### config.mk
export PLATFORM = sky130hd
export DESIGN_NAME = rc_timer16
export DESIGN_NICKNAME = d
export VERILOG_FILES = /design/src/rtl/rct_pkg.sv /design/src/rtl/rct_edge_sync.sv /design/src/rtl/rct_ctrl.sv /design/src/rtl/rct_count.sv /design/src/rtl/rc_timer16.sv
export SDC_FILE = /design/constraint.sdc
export NUM_CORES = 1
export LEC_CHECK = 0
export ABC_AREA = 0
export BUFFER_PORTS_ARGS = -buffer_cell sky130_fd_sc_hd__buf_2
export CAP_MARGIN = 20
export CORE_MARGIN = 2
export CORE_UTILIZATION = 30
export CTS_CLUSTER_DIAMETER = 120
export DETAILED_ROUTE_END_ITERATION = 8
export PLACE_DENSITY_LB_ADDON = 0.08
export SKIP_CTS_REPAIR_TIMING = 1
export SLEW_MARGIN = 20
export SYNTH_ARGS = -nofsm -noshare
export SYNTH_HDL_FRONTEND = slang
export SYNTH_HIERARCHICAL = 1
export SYNTH_SLANG_ARGS = --single-unit
### constraint.sdc
create_clock -name clk -period 2.9 [get_ports clk]
set_input_delay 0 -clock clk [delete_from_list [all_inputs] [get_ports clk]]
set_output_delay 0 -clock clk [all_outputs]
set_load 0.005 [all_outputs]
### src/rtl/rct_pkg.sv
// Shared register addresses, control bit positions and configuration type
// for the reload/capture timer. Assumes an 8-bit register port.
package rct_pkg;
    localparam int ADDR_W = 3;

    localparam logic [ADDR_W-1:0] A_CTRL   = 3'd0;
    localparam logic [ADDR_W-1:0] A_MODE   = 3'd1;
    localparam logic [ADDR_W-1:0] A_CNT_LO = 3'd2;
    localparam logic [ADDR_W-1:0] A_CNT_HI = 3'd3;
    localparam logic [ADDR_W-1:0] A_CAP_LO = 3'd4;
    localparam logic [ADDR_W-1:0] A_CAP_HI = 3'd5;

    localparam int B_RUN  = 0;
    localparam int B_EXEN = 1;
    localparam int B_CAP  = 2;
    localparam int B_SRC  = 3;
    localparam int B_RXB  = 4;
    localparam int B_TXB  = 5;
    localparam int B_EXTF = 6;
    localparam int B_OVFF = 7;

    typedef struct packed {
        logic run;
        logic ext_en;
        logic cap_sel;
        logic src_pin;
        logic rx_baud;
        logic tx_baud;
        logic updown;
    } cfg_t;
endpackage

### src/rtl/rct_edge_sync.sv
// Synchronizes an asynchronous pin through STAGES flops and reports
// a one-cycle pulse on each falling edge of the synchronized level.
// Assumes the pin holds each level for longer than STAGES+1 clocks.
module rct_edge_sync #(
    parameter int STAGES = 2
) (
    input  logic clk,
    input  logic rst_n,
    input  logic pin,
    output logic level,
    output logic fall
);
    logic [STAGES-1:0] chain;
    logic              prev;

    generate
        if (STAGES == 1) begin : g_one
            // Single-flop capture of the pin
            always_ff @(posedge clk) begin
                if (!rst_n) chain <= '0;
                else        chain <= pin;
            end
        end else begin : g_many
            // Shift the pin through the synchronizer chain
            always_ff @(posedge clk) begin
                if (!rst_n) chain <= '0;
                else        chain <= {chain[STAGES-2:0], pin};
            end
        end
    endgenerate

    // Remember the last synchronized level for edge detection
    always_ff @(posedge clk) begin
        if (!rst_n) prev <= 1'b0;
        else        prev <= chain[STAGES-1];
    end

    assign level = chain[STAGES-1];
    assign fall  = prev & ~chain[STAGES-1];
endmodule

### src/rtl/rct_ctrl.sv
// Control and mode register with the two sticky flags. A hardware set
// wins over a software clear in the same cycle; writing 1 to a flag
// bit leaves it as it was.
module rct_ctrl
    import rct_pkg::*;
#(
    parameter int DW = 8
) (
    input  logic              clk,
    input  logic              rst_n,
    input  logic              wr_en,
    input  logic [ADDR_W-1:0] wr_addr,
    input  logic [DW-1:0]     wr_data,
    input  logic              set_ovf,
    input  logic              set_ext,
    output cfg_t              cfg,
    output logic              ovf_flag,
    output logic              ext_flag
);
    logic wr_ctrl;
    logic wr_mode;

    assign wr_ctrl = wr_en && (wr_addr == A_CTRL);
    assign wr_mode = wr_en && (wr_addr == A_MODE);

    // Configuration bits follow software writes
    always_ff @(posedge clk) begin
        if (!rst_n) begin
            cfg <= '0;
        end else begin
            if (wr_ctrl) begin
                cfg.run     <= wr_data[B_RUN];
                cfg.ext_en  <= wr_data[B_EXEN];
                cfg.cap_sel <= wr_data[B_CAP];
                cfg.src_pin <= wr_data[B_SRC];
                cfg.rx_baud <= wr_data[B_RXB];
                cfg.tx_baud <= wr_data[B_TXB];
            end
            if (wr_mode) cfg.updown <= wr_data[0];
        end
    end

    // Sticky flags: set by hardware, cleared only by writing 0
    always_ff @(posedge clk) begin
        if (!rst_n) begin
            ovf_flag <= 1'b0;
            ext_flag <= 1'b0;
        end else begin
            ovf_flag <= set_ovf | (ovf_flag & ~(wr_ctrl & ~wr_data[B_OVFF]));
            ext_flag <= set_ext | (ext_flag & ~(wr_ctrl & ~wr_data[B_EXTF]));
        end
    end
endmodule

### src/rtl/rct_count.sv
// Counter and reload/capture register. Computes the step, direction,
// rollover and trigger action each cycle; software byte writes take
// priority over hardware updates of the same register.
module rct_count
    import rct_pkg::*;
#(
    parameter int DW = 8
) (
    input  logic              clk,
    input  logic              rst_n,
    input  cfg_t              cfg,
    input  logic              tick,
    input  logic              pin_fall,
    input  logic              trig_level,
    input  logic              trig_fall,
    input  logic              wr_en,
    input  logic [ADDR_W-1:0] wr_addr,
    input  logic [DW-1:0]     wr_data,
    output logic [2*DW-1:0]   cnt,
    output logic [2*DW-1:0]   cap,
    output logic              set_ovf,
    output logic              set_ext,
    output logic              baud_tick
);
    localparam int CW = 2 * DW;
    localparam logic [CW-1:0] ALL1 = '1;

    logic          baud;
    logic          reload_mode;
    logic          down;
    logic          step;
    logic          ext_hit;
    logic          roll;
    logic [CW-1:0] cnt_nx;
    logic [CW-1:0] cap_nx;

    assign baud        = cfg.rx_baud | cfg.tx_baud;
    assign reload_mode = baud | ~cfg.cap_sel;
    assign down        = cfg.updown & reload_mode & ~baud & ~trig_level;
    assign step        = cfg.run & (cfg.src_pin ? pin_fall : tick);
    assign ext_hit     = cfg.ext_en & trig_fall & ~baud;

    // Next-state of counter and reload/capture register
    always_comb begin
        cnt_nx = cnt;
        cap_nx = cap;
        roll   = 1'b0;
        if (step) begin
            if (down) begin
                if (cnt == cap) begin
                    cnt_nx = ALL1;
                    roll   = 1'b1;
                end else begin
                    cnt_nx = cnt - 1'b1;
                end
            end else if (cnt == ALL1) begin
                roll   = 1'b1;
                cnt_nx = reload_mode ? cap : '0;
            end else begin
                cnt_nx = cnt + 1'b1;
            end
        end
        if (ext_hit) begin
            if (reload_mode) cnt_nx = cap;
            else             cap_nx = cnt;
        end
        if (wr_en) begin
            case (wr_addr)
                A_CNT_LO: cnt_nx[DW-1:0]  = wr_data;
                A_CNT_HI: cnt_nx[CW-1:DW] = wr_data;
                A_CAP_LO: cap_nx[DW-1:0]  = wr_data;
                A_CAP_HI: cap_nx[CW-1:DW] = wr_data;
                default: ;
            endcase
        end
    end

    assign set_ovf = roll & ~baud;
    assign set_ext = ext_hit;

    // Register counter, reload/capture value and baud pulse
    always_ff @(posedge clk) begin
        if (!rst_n) begin
            cnt       <= '0;
            cap       <= '0;
            baud_tick <= 1'b0;
        end else begin
            cnt       <= cnt_nx;
            cap       <= cap_nx;
            baud_tick <= roll & baud;
        end
    end
endmodule

### src/rtl/rc_timer16.sv
// Top of the reload/capture timer: two pin synchronizers, the control
// register, the counter datapath and a combinational read multiplexer.
// Assumes DW=8 for the control byte; wider DW zero-extends it.
module rc_timer16
    import rct_pkg::*;
#(
    parameter int DW          = 8,
    parameter int SYNC_STAGES = 2
) (
    input  logic              clk,
    input  logic              rst_n,
    input  logic              tick,
    input  logic              cnt_pin,
    input  logic              trig_pin,
    input  logic              wr_en,
    input  logic [ADDR_W-1:0] wr_addr,
    input  logic [DW-1:0]     wr_data,
    input  logic [ADDR_W-1:0] rd_addr,
    output logic [DW-1:0]     rd_data,
    output logic              ovf_flag,
    output logic              ext_flag,
    output logic              baud_tick
);
    localparam int CW = 2 * DW;

    cfg_t          cfg_q;
    logic [CW-1:0] cnt_q;
    logic [CW-1:0] cap_q;
    logic          pin_lvl;
    logic          pin_fall;
    logic          trig_lvl;
    logic          trig_fall;
    logic          set_ovf;
    logic          set_ext;
    logic [7:0]    ctrl_byte;

    rct_edge_sync #(.STAGES(SYNC_STAGES)) u_pin_sync (
        .clk(clk), .rst_n(rst_n), .pin(cnt_pin), .level(pin_lvl), .fall(pin_fall)
    );

    rct_edge_sync #(.STAGES(SYNC_STAGES)) u_trig_sync (
        .clk(clk), .rst_n(rst_n), .pin(trig_pin), .level(trig_lvl), .fall(trig_fall)
    );

    rct_ctrl #(.DW(DW)) u_ctrl (
        .clk(clk), .rst_n(rst_n), .wr_en(wr_en), .wr_addr(wr_addr), .wr_data(wr_data),
        .set_ovf(set_ovf), .set_ext(set_ext), .cfg(cfg_q),
        .ovf_flag(ovf_flag), .ext_flag(ext_flag)
    );

    rct_count #(.DW(DW)) u_count (
        .clk(clk), .rst_n(rst_n), .cfg(cfg_q), .tick(tick), .pin_fall(pin_fall),
        .trig_level(trig_lvl), .trig_fall(trig_fall), .wr_en(wr_en), .wr_addr(wr_addr),
        .wr_data(wr_data), .cnt(cnt_q), .cap(cap_q), .set_ovf(set_ovf),
        .set_ext(set_ext), .baud_tick(baud_tick)
    );

    // Assemble the control byte from configuration and flags
    always_comb begin
        ctrl_byte         = '0;
        ctrl_byte[B_RUN]  = cfg_q.run;
        ctrl_byte[B_EXEN] = cfg_q.ext_en;
        ctrl_byte[B_CAP]  = cfg_q.cap_sel;
        ctrl_byte[B_SRC]  = cfg_q.src_pin;
        ctrl_byte[B_RXB]  = cfg_q.rx_baud;
        ctrl_byte[B_TXB]  = cfg_q.tx_baud;
        ctrl_byte[B_EXTF] = ext_flag;
        ctrl_byte[B_OVFF] = ovf_flag;
    end

    // Select the register addressed by the read port
    always_comb begin
        case (rd_addr)
            A_CTRL:   rd_data = DW'(ctrl_byte);
            A_MODE:   rd_data = DW'(cfg_q.updown);
            A_CNT_LO: rd_data = cnt_q[DW-1:0];
            A_CNT_HI: rd_data = cnt_q[CW-1:DW];
            A_CAP_LO: rd_data = cap_q[DW-1:0];
            A_CAP_HI: rd_data = cap_q[CW-1:DW];
            default:  rd_data = '0;
        endcase
    end

    // The synchronized count-pin level is only used through its edge
    logic unused_lvl;
    assign unused_lvl = pin_lvl;
endmodule

### Word level (Yosys, flattened, before mapping)

Cells that the tools add are included.
Widths: inputs -> output; s select.

* bits in registers: 48
* input port bits: 20
* logic and storage cells: 81

* add/sub/neg operators: 2
* eq/ne operators: 12
* multiplexer cells: 21
* bitwise operators: 26
* reductions and logical operators: 4

Operator list (number)
* $mux 16: 11
* $pmux 8 s6: 1
* $mux 8: 4
* $add 16x1->16 const B: 1
* $eq 16x16->1: 1
* $eq 16x16->1 const B: 1
* $sub 16x1->16 const B: 1
* $and 1x1->1: 14
* $eq 3x2->1 const B: 4
* $eq 3x3->1 const B: 4
* $not 1->1: 8
* $eq 3x1->1 const B: 2
* $logic_not 3->1: 2
* $mux 1: 5
* $or 1x1->1: 4
* $logic_and 1x1->1: 2

### Logic depth before layout (Yosys ltp)

Gate-level depths: netlist of the first run.

* word-level depth: 11
* mapped depth: 9
* mapped depth without buffers: 8

### Modules after synthesis

The synthesis of the first run kept the hierarchy.

Modules (own cells, without submodules)
* rct_count: instances 1, cells each 380, area an instance 2897.8 sq um
* rct_ctrl: instances 1, cells each 39, area an instance 370.4 sq um
* rc_timer16: instances 1, cells each 43, area an instance 354.1 sq um
* rct_edge_sync: instances 2, cells each 7, area an instance 88.8 sq um

### Worst setup path before layout of the first run

Ideal clock, no wire load.

* path type: reg2reg
* from: register u_count.cnt[0]
* to: register u_count.cnt[5]
* library setup time: 128 ps
* data arrival time: 2081 ps
* setup slack: 692 ps
* cell stages (with the launch flop): 10
* path through: dfxtp_1 ha_1 nand3_4 or4_4 buf_6 or2_0 clkbuf_1 a22o_1 o221ai_1 a21oi_1

* cells in the longest elaborated chain, start to end: 8

Ends and longest elaborated chain
* from (decl): line rct_count.sv:19 `output logic [2*DW-1:0] cnt,`
* from (signal assigned): line rct_count.sv:88 `cnt <= cnt_nx;`
* $add 16x1->16 (tied with other cells): line rct_count.sv:60 `cnt_nx = cnt + 1'b1;`
* $mux 16, on equally long branches: line rct_count.sv:56, rct_count.sv:50
* $mux 16 *: line rct_count.sv:49 `if (down) begin`
* $mux 16 *: line rct_count.sv:48 `if (step) begin`
* $mux 16: line rct_count.sv:64 `if (reload_mode) cnt_nx = cap;`
* $mux 16 *: line rct_count.sv:63 `if (ext_hit) begin`
* $mux 8: line rct_count.sv:68 `case (wr_addr)`
* $mux 16 *: line rct_count.sv:67 `if (wr_en) begin`

Mark *: on every way between the ends. The rest lies on a longest branch, timed or not.
A chain may end at the register's enable or synchronous reset.

### Final worst setup path of the first run

Ends and elaborated chain as after synthesis.

==> impl_metrics.py, run 1 <==
metrics = {
    "worst_setup_path": {
        "maximum_fanout_encountered_on_the_critical_timing_path": 10,
        "critical_path.reg2reg.startpoint": "u_count/cnt[0]$_SDFF_PN0_",
        "reg2reg_setup_slack_ns": 0.28,
        "crit_arrival_ns": 2.81,
        "cp_cell_sequence": "ha_1 > nand3_4 > or4_4 > or2_0 > a22o_1 > o221ai_1 > a21oi_1",
        "cp.required_ns": 3.09,
        "timing.critical_path.slowest_stage_cell": "sky130_fd_sc_hd__or4_4",
        "setup.worst_path.start_class": "register",
        "r2r_cells": 7,
        "critical_path.endpoint_type": "register",
        "critical-path-max-stage-delay_ns": 0.61,
        "cp-startpoint": "u_count/cnt[0]$_SDFF_PN0_",
        "worstSetupPathType": "reg2reg",
    },
    "finish": {
        "diodes": 0,
        "syn2layout_area_growth_pct": 13.47,
        "num-nets-final": 521,
        "finalCoreUtilization": 0.3445,
        "fillCellCount": 1375,
        "post-route-cell-area_sq_mm": 0.004312,
        "layout-drive-gt1-share": 0.1840,
    },
    "pwr": {
        "power_density_mw_per_mm2": 407.3,
        "vdd_ir_drop_max_v": 0.0002014,
        "leakagePower_nw": 1.829,
        "totalPowerFinal_w": 0.001756,
    },
    "synthesis": {
        "synthXorXnorAreaFrac": 0.08067,
        "ys.flop_type": "sky130_fd_sc_hd__dfxtp_1",
        "synth_cell_type_count": 70,
        "compound_gate_fraction_of_synth_area": 0.2601,
        "number_of_enable_flip_flop_cells_after_synthesis": 0,
        "synth.top_cell.area_share": 0.2529,
        "synth.ff_latch_count": 48,
        "synth.mux.area_fraction": 0.07014,
        "synthArstFlopShare": 0,
        "post_synth_instance_area_sq_mm": 0.003800,
        "netlist_instances": 476,
        "yosysSeqAreaShare": 0.2529,
        "most_repeated_cell_in_the_gate_level_netlist_after_synthesis": "sky130_fd_sc_hd__nand2_1",
        "synthTopCellsByCount": "52 x sky130_fd_sc_hd__nand2_1, 48 x sky130_fd_sc_hd__dfxtp_1, 32 x sky130_fd_sc_hd__o21ai_0",
        "main_combinational_cell_family_by_area_after_synthesis": "compound AO/OA/AOI/OAI gates",
        "post_synth_and_or_nand_nor_area_fraction": 0.2522,
        "synth-adder-area-share": 0.006585,
        "netlist_top_cells_area": "sky130_fd_sc_hd__dfxtp_1 25%, sky130_fd_sc_hd__xor2_1 5.5%, sky130_fd_sc_hd__nand2_1 5.1%, sky130_fd_sc_hd__o211a_1 4.2%, sky130_fd_sc_hd__o21ai_0 4.2%",
        "syn-num-nets": 498,
        "yosys_warnings": 6,
        "yosysTopAreaCell": "sky130_fd_sc_hd__dfxtp_1",
        "synth.avg_cell_area_sq_um": 7.983,
    },
    "floorplanning": {
        "initial_core_utilization": 0.3036,
        "die_y_microns": 116.5,
        "fp.dieArea_sq_mm": 0.01358,
        "die_x_microns": 116.5,
        "io-pin-count": 31,
        "fp-row-count": 41,
        "core_region_area_sq_mm": 0.01252,
    },
    "drt": {
        "detail_route.iter0.violations": 473,
        "route.antenna.remaining_nets": 0,
        "routedWlPerCell_microns": 23.50,
        "drc": 0,
        "vias": 3987,
        "wl_met3_microns": 1310,
        "wl_met1_microns": 6975,
        "routed_via_count_divided_by_cell_count": 5.933,
        "postRouteWirelength_microns": 15790,
        "topRoutingLayerUsed": "met4",
        "firstDrtPassIters": 5,
        "met2RoutedLength_microns": 6978,
    },
    "cts": {
        "clock_path_buffers": 2,
        "cts_sinks": 48,
        "clock_tree_from_tritoncts": "built",
        "tritoncts.num_buffers": 5,
        "clock_tree.root_cell": "sky130_fd_sc_hd__clkbuf_16",
        "clock_latency_on_the_worst_skew_pair_ns": 0.31,
        "h-tree-depth": 2,
        "clkTransAtPathRegs_ns": 0.08,
    },
    "global_route": {
        "initial_antenna_violation_count": 0,
        "grtUsageTotal": 0.2387,
        "grt_pass1_wl_microns": 23730,
        "grt_max_degree": 38,
        "overflow": 0,
        "via_count_of_the_first_global_routing_pass": 3791,
    },
    "sta": {
        "tightestPinTransition_ns": 0.7953,
        "final_critical_path_share_of_the_clock_period": 0.9039,
        "clock_skew_ns": 0.009045,
        "timing_hold_violations_final": 0,
        "slew_headroom": 0.4684,
        "finalMaxSlewViolations": 0,
        "rsz0062_at_grt": "false",
        "finalWorstPathRequiredPeriod_ns": 2.621,
        "final_critical_path_setup_slack_ns": 0.2786,
        "setup_total_negative_slack_ns": 0,
        "achievable-frequency_mhz": 381.5,
        "finalSetupViolCount": 0,
    },
    "place": {
        "port_buffers": 30,
        "detailed_placement_hpwl_microns": 11470,
        "place.gp.congestion": 0.8883,
        "place_area_sq_mm": 0.004119,
        "place_worst_setup_slack_ns": 0.3030,
    },
    "flow_run": {
        "timing.max_cap.violations": 0,
    },
    "worst_hold_path": {
        "hold_path.class": "in2reg",
        "holdPathStages": 3,
        "hold_path.startpoint": "wr_data[1]",
    },
    "run_status": {
        "status": "finished, final reports clean",
    },
}
## flip-flops by register name, summed over array words and instances (netlist names)
signal and flops:
u_trig_sync/chain 2, u_ctrl/ovf_flag 1, u_count/cap 16, u_count/cnt 16
u_pin_sync/chain 2, u_count/baud_tick 1, u_ctrl/ext_flag 1, u_ctrl/cfg 7
u_pin_sync/prev 1, u_trig_sync/prev 1
## critical path: cells and delay by family (launching register included)
family          cells  cell delay (ns)
fa+ha+maj           1             0.31
compound gates      3             0.52
flops               1             0.54
simple gates        3             1.13
## where the power goes
part           leakage (nW)  switching [W]  total, W  internal, W
combinational          1.36       0.000193  0.000325     0.000131
sequential            0.390      0.0000414  0.000722     0.000680
clock                0.0840       0.000299  0.000710     0.000411
total                  1.83       0.000533   0.00176      0.00122
## kinds of logic (layout without fill, tap and decap cells)
family,Yosys count,in the layout
buffers and inverters,53,77
flip-flops,48,48
multiplexers,24,24
AO/OA/AOI/OAI,137,137
AND/OR/NAND/NOR,177,177
adder cells (fa/ha/maj),2,2
XOR/XNOR,35,35
## cell usage in the layout (no fill, tap or decap), types with 4 or more instances in the layout
cell type,netlist,routed
sky130_fd_sc_hd__nor3_1,13,13
sky130_fd_sc_hd__buf_2,7,30
sky130_fd_sc_hd__xnor2_1,11,11
sky130_fd_sc_hd__nand4_1,4,4
sky130_fd_sc_hd__nand3_1,20,20
sky130_fd_sc_hd__a221o_1,4,4
sky130_fd_sc_hd__nand2b_1,5,5
sky130_fd_sc_hd__a211oi_1,4,4
sky130_fd_sc_hd__nand2_1,52,52
sky130_fd_sc_hd__a21oi_1,15,15
sky130_fd_sc_hd__a221oi_1,11,11
sky130_fd_sc_hd__mux2_1,6,6
sky130_fd_sc_hd__o21ai_1,6,6
sky130_fd_sc_hd__or3_1,7,7
sky130_fd_sc_hd__buf_4,5,29
sky130_fd_sc_hd__nor2_1,30,30
sky130_fd_sc_hd__o221ai_1,9,9
sky130_fd_sc_hd__and2_1,7,7
sky130_fd_sc_hd__a31oi_1,7,7
sky130_fd_sc_hd__o211a_1,16,16
sky130_fd_sc_hd__clkbuf_16,0,5
sky130_fd_sc_hd__o211ai_1,7,7
sky130_fd_sc_hd__xor2_1,24,24
sky130_fd_sc_hd__dfxtp_1,48,48
sky130_fd_sc_hd__and3_1,4,4
sky130_fd_sc_hd__o21ai_0,32,32
sky130_fd_sc_hd__mux2i_1,15,15
sky130_fd_sc_hd__inv_1,8,8
sky130_fd_sc_hd__nor4_1,10,10
## area by class of cell
cell class	count	area, sq um	share of cell area
repair buffers	61	387.9	0.08996
clock inverters	3	47.55	0.01103
clock buffers	5	125.1	0.02902
flip-flops and latches	48	960.9	0.2229
inverters	8	30.03	0.006965
multi-input cells	375	2545	0.5902
well taps	172	215.2	0.04991
## final timing paths
check | endpoint
setup reg to reg | u_count/cnt[5]$_SDFF_PN0_
setup / recovery | u_count/cnt[5]$_SDFF_PN0_
hold / removal | u_ctrl/cfg[5]$_SDFFE_PN0P_
hold reg to reg | u_pin_sync/chain[1]$_SDFF_PN0_
## metal layers
metal,up-vias,global-route usage
li1,1811,-
met1,1939,0.3365
met2,207,0.3694
met3,30,0.03269
met4,0,0.09255
met5,-,0
## through the flow
step	hold slack [ns]	std cells
4_1_cts	-0.1024	670
6_report	0.01855	672
3_5_place_dp	0.2126	662
5_1_grt	0.04603	672
3_3_place_gp	0.2084	662
2_1_floorplan	0.05326	476
Note: power is estimated with default switching activity, not from simulation.
==> inputs of run 2 (changes only) <==
--- a/config.mk
+++ b/config.mk
@@ -6,12 +6,14 @@
 export NUM_CORES = 1
 export LEC_CHECK = 0
 export ABC_AREA = 0
+export ABC_CLOCK_PERIOD_IN_PS = 2900
 export BUFFER_PORTS_ARGS = -buffer_cell sky130_fd_sc_hd__buf_2
 export CAP_MARGIN = 20
 export CORE_MARGIN = 2
 export CORE_UTILIZATION = 30
 export CTS_CLUSTER_DIAMETER = 120
 export DETAILED_ROUTE_END_ITERATION = 8
+export HOLD_SLACK_MARGIN = 0.12
 export PLACE_DENSITY_LB_ADDON = 0.08
 export SKIP_CTS_REPAIR_TIMING = 1
 export SLEW_MARGIN = 20
==> impl_metrics.py, run 2 (synthesis results as in run 1) <==
metrics = {
    "global_route": {
        "initial_antenna_violation_count": 0,
        "via_count_of_the_first_global_routing_pass": 3791,
        "grt_max_degree": 38,
        "overflow": 0,
        "grt_pass1_wl_microns": 23730,
        "grtUsageTotal": 0.2387,
    },
    "cts": {
        "h-tree-depth": 2,
        "clock_tree.root_cell": "sky130_fd_sc_hd__clkbuf_16",
        "clock_latency_on_the_worst_skew_pair_ns": 0.30,
        "clock_tree_from_tritoncts": "built",
        "clock_path_buffers": 2,
        "tritoncts.num_buffers": 5,
        "clkTransAtPathRegs_ns": 0.08,
        "cts_sinks": 48,
    },
    "drt": {
        "wl_met3_microns": 1363,
        "routedWlPerCell_microns": 23.34,
        "routed_via_count_divided_by_cell_count": 5.899,
        "drc": 0,
        "detail_route.iter0.violations": 493,
        "met2RoutedLength_microns": 7003,
        "wl_met1_microns": 6950,
        "vias": 4011,
        "postRouteWirelength_microns": 15870,
        "route.antenna.remaining_nets": 0,
        "firstDrtPassIters": 6,
        "topRoutingLayerUsed": "met4",
    },
    "sta": {
        "timing_hold_violations_final": 0,
        "slew_headroom": 0.4508,
        "tightestPinTransition_ns": 0.8217,
        "achievable-frequency_mhz": 377.1,
        "rsz0062_at_grt": "false",
        "finalWorstPathRequiredPeriod_ns": 2.652,
        "final_critical_path_share_of_the_clock_period": 0.9145,
        "clock_skew_ns": 0.006627,
        "finalSetupViolCount": 0,
        "setup_total_negative_slack_ns": 0,
        "finalMaxSlewViolations": 0,
    },
    "floorplanning": {
        "die_y_microns": 116.5,
        "core_region_area_sq_mm": 0.01252,
        "io-pin-count": 31,
        "die_x_microns": 116.5,
        "fp.dieArea_sq_mm": 0.01358,
        "fp-row-count": 41,
        "initial_core_utilization": 0.3036,
    },
    "worst_setup_path": {
        "setup.worst_path.start_class": "register",
        "crit_arrival_ns": 2.84,
        "worstSetupPathType": "reg2reg",
        "reg2reg_setup_slack_ns": 0.25,
        "critical_path.reg2reg.startpoint": "u_count/cnt[0]$_SDFF_PN0_",
        "cp.required_ns": 3.08,
        "maximum_fanout_encountered_on_the_critical_timing_path": 10,
        "critical_path.endpoint_type": "register",
        "cp-startpoint": "u_count/cnt[0]$_SDFF_PN0_",
    },
    "pwr": {
        "vdd_ir_drop_max_v": 0.0002007,
        "leakagePower_nw": 1.863,
        "power_density_mw_per_mm2": 401.8,
    },
    "place": {
        "place.gp.congestion": 0.8883,
        "detailed_placement_hpwl_microns": 11470,
        "port_buffers": 30,
        "dpl.cell_count": 662,
        "place_area_sq_mm": 0.004119,
    },
    "finish": {
        "reg_top3": "u_count/cap: 16 flops, u_count/cnt: 16 flops, u_ctrl/cfg: 7 flops",
        "fillCellCount": 1370,
        "diodes": 0,
        "syn2layout_area_growth_pct": 15.57,
        "layout-drive-gt1-share": 0.1811,
        "instances_no_fill": 680,
        "layout_commonest_cell": "sky130_fd_sc_hd__nand2_1",
        "final_cell_mix": "52 x sky130_fd_sc_hd__nand2_1, 48 x sky130_fd_sc_hd__dfxtp_1, 32 x sky130_fd_sc_hd__o21ai_0, 30 x sky130_fd_sc_hd__buf_2, 30 x sky130_fd_sc_hd__nor2_1",
        "post-route-cell-area_sq_mm": 0.004392,
        "num-nets-final": 529,
        "finalCoreUtilization": 0.3509,
    },
    "worst_hold_path": {
        "hold_path.class": "in2reg",
        "hold_path.startpoint": "wr_addr[1]",
    },
    "flow_run": {
        "timing.max_cap.violations": 0,
    },
    "run_status": {
        "status": "finished, final reports clean",
    },
}
## run 2: cell count changes in the layout (fill, tap and decap cells not counted)
cell / delta
sky130_fd_sc_hd__dlygate4sd3_1: +8
## run 2: final cells by class
type	count	area [sq um]	share of cell area
multi-input cells	375	2545	0.5795
flip-flops and latches	48	960.9	0.2188
repair buffers	69	467.9	0.1066
well taps	172	215.2	0.04900
clock buffers	5	125.1	0.02849
clock inverters	3	47.55	0.01083
inverters	8	30.03	0.006838
## run 2: per-layer routing
layer	track usage	up-vias
li1	-	1828
met2	0.3694	215
met1	0.3365	1934
met5	0	-
met3	0.03269	34
met4	0.09255	0
## run 2: stage by stage
step	hold slack, ns	setup WS (ns)	power [W]
after floorplan	0.05326	0.6918	0.0009300
after global placement	0.2084	0.3199	0.001057
after detailed placement	0.2126	0.3030	0.001053
after CTS	-0.1024	0.2871	0.001755
after global routing	0.1403	0.1609	0.001830
final	0.1066	0.2479	0.001764
## run 2: report_power, final
group	switching (W)	total [W]	internal (W)
combinational	0.000196	0.000334	0.000138
sequential	0.0000414	0.000722	0.000680
clock	0.000298	0.000709	0.000411
total	0.000535	0.00176	0.00123
## run 2: worst paths after layout
check                                                       to  cells past startpoint
worst max-delay path                 u_count/cnt[5]$_SDFF_PN0_                      7
worst min register to register  u_pin_sync/chain[1]$_SDFF_PN0_                      1
worst min-delay path                u_ctrl/ext_flag$_SDFF_PN0_                      3
worst max register to register       u_count/cnt[5]$_SDFF_PN0_                      7
## run 2: critical path, stage by stage, from the launching register on
cell,delay (ns)
sky130_fd_sc_hd__dfxtp_1,0.55
sky130_fd_sc_hd__ha_1,0.31
sky130_fd_sc_hd__nand3_4,0.11
sky130_fd_sc_hd__or4_4,0.61
sky130_fd_sc_hd__or2_0,0.42
sky130_fd_sc_hd__a22o_1,0.28
sky130_fd_sc_hd__o221ai_1,0.15
sky130_fd_sc_hd__a21oi_1,0.09
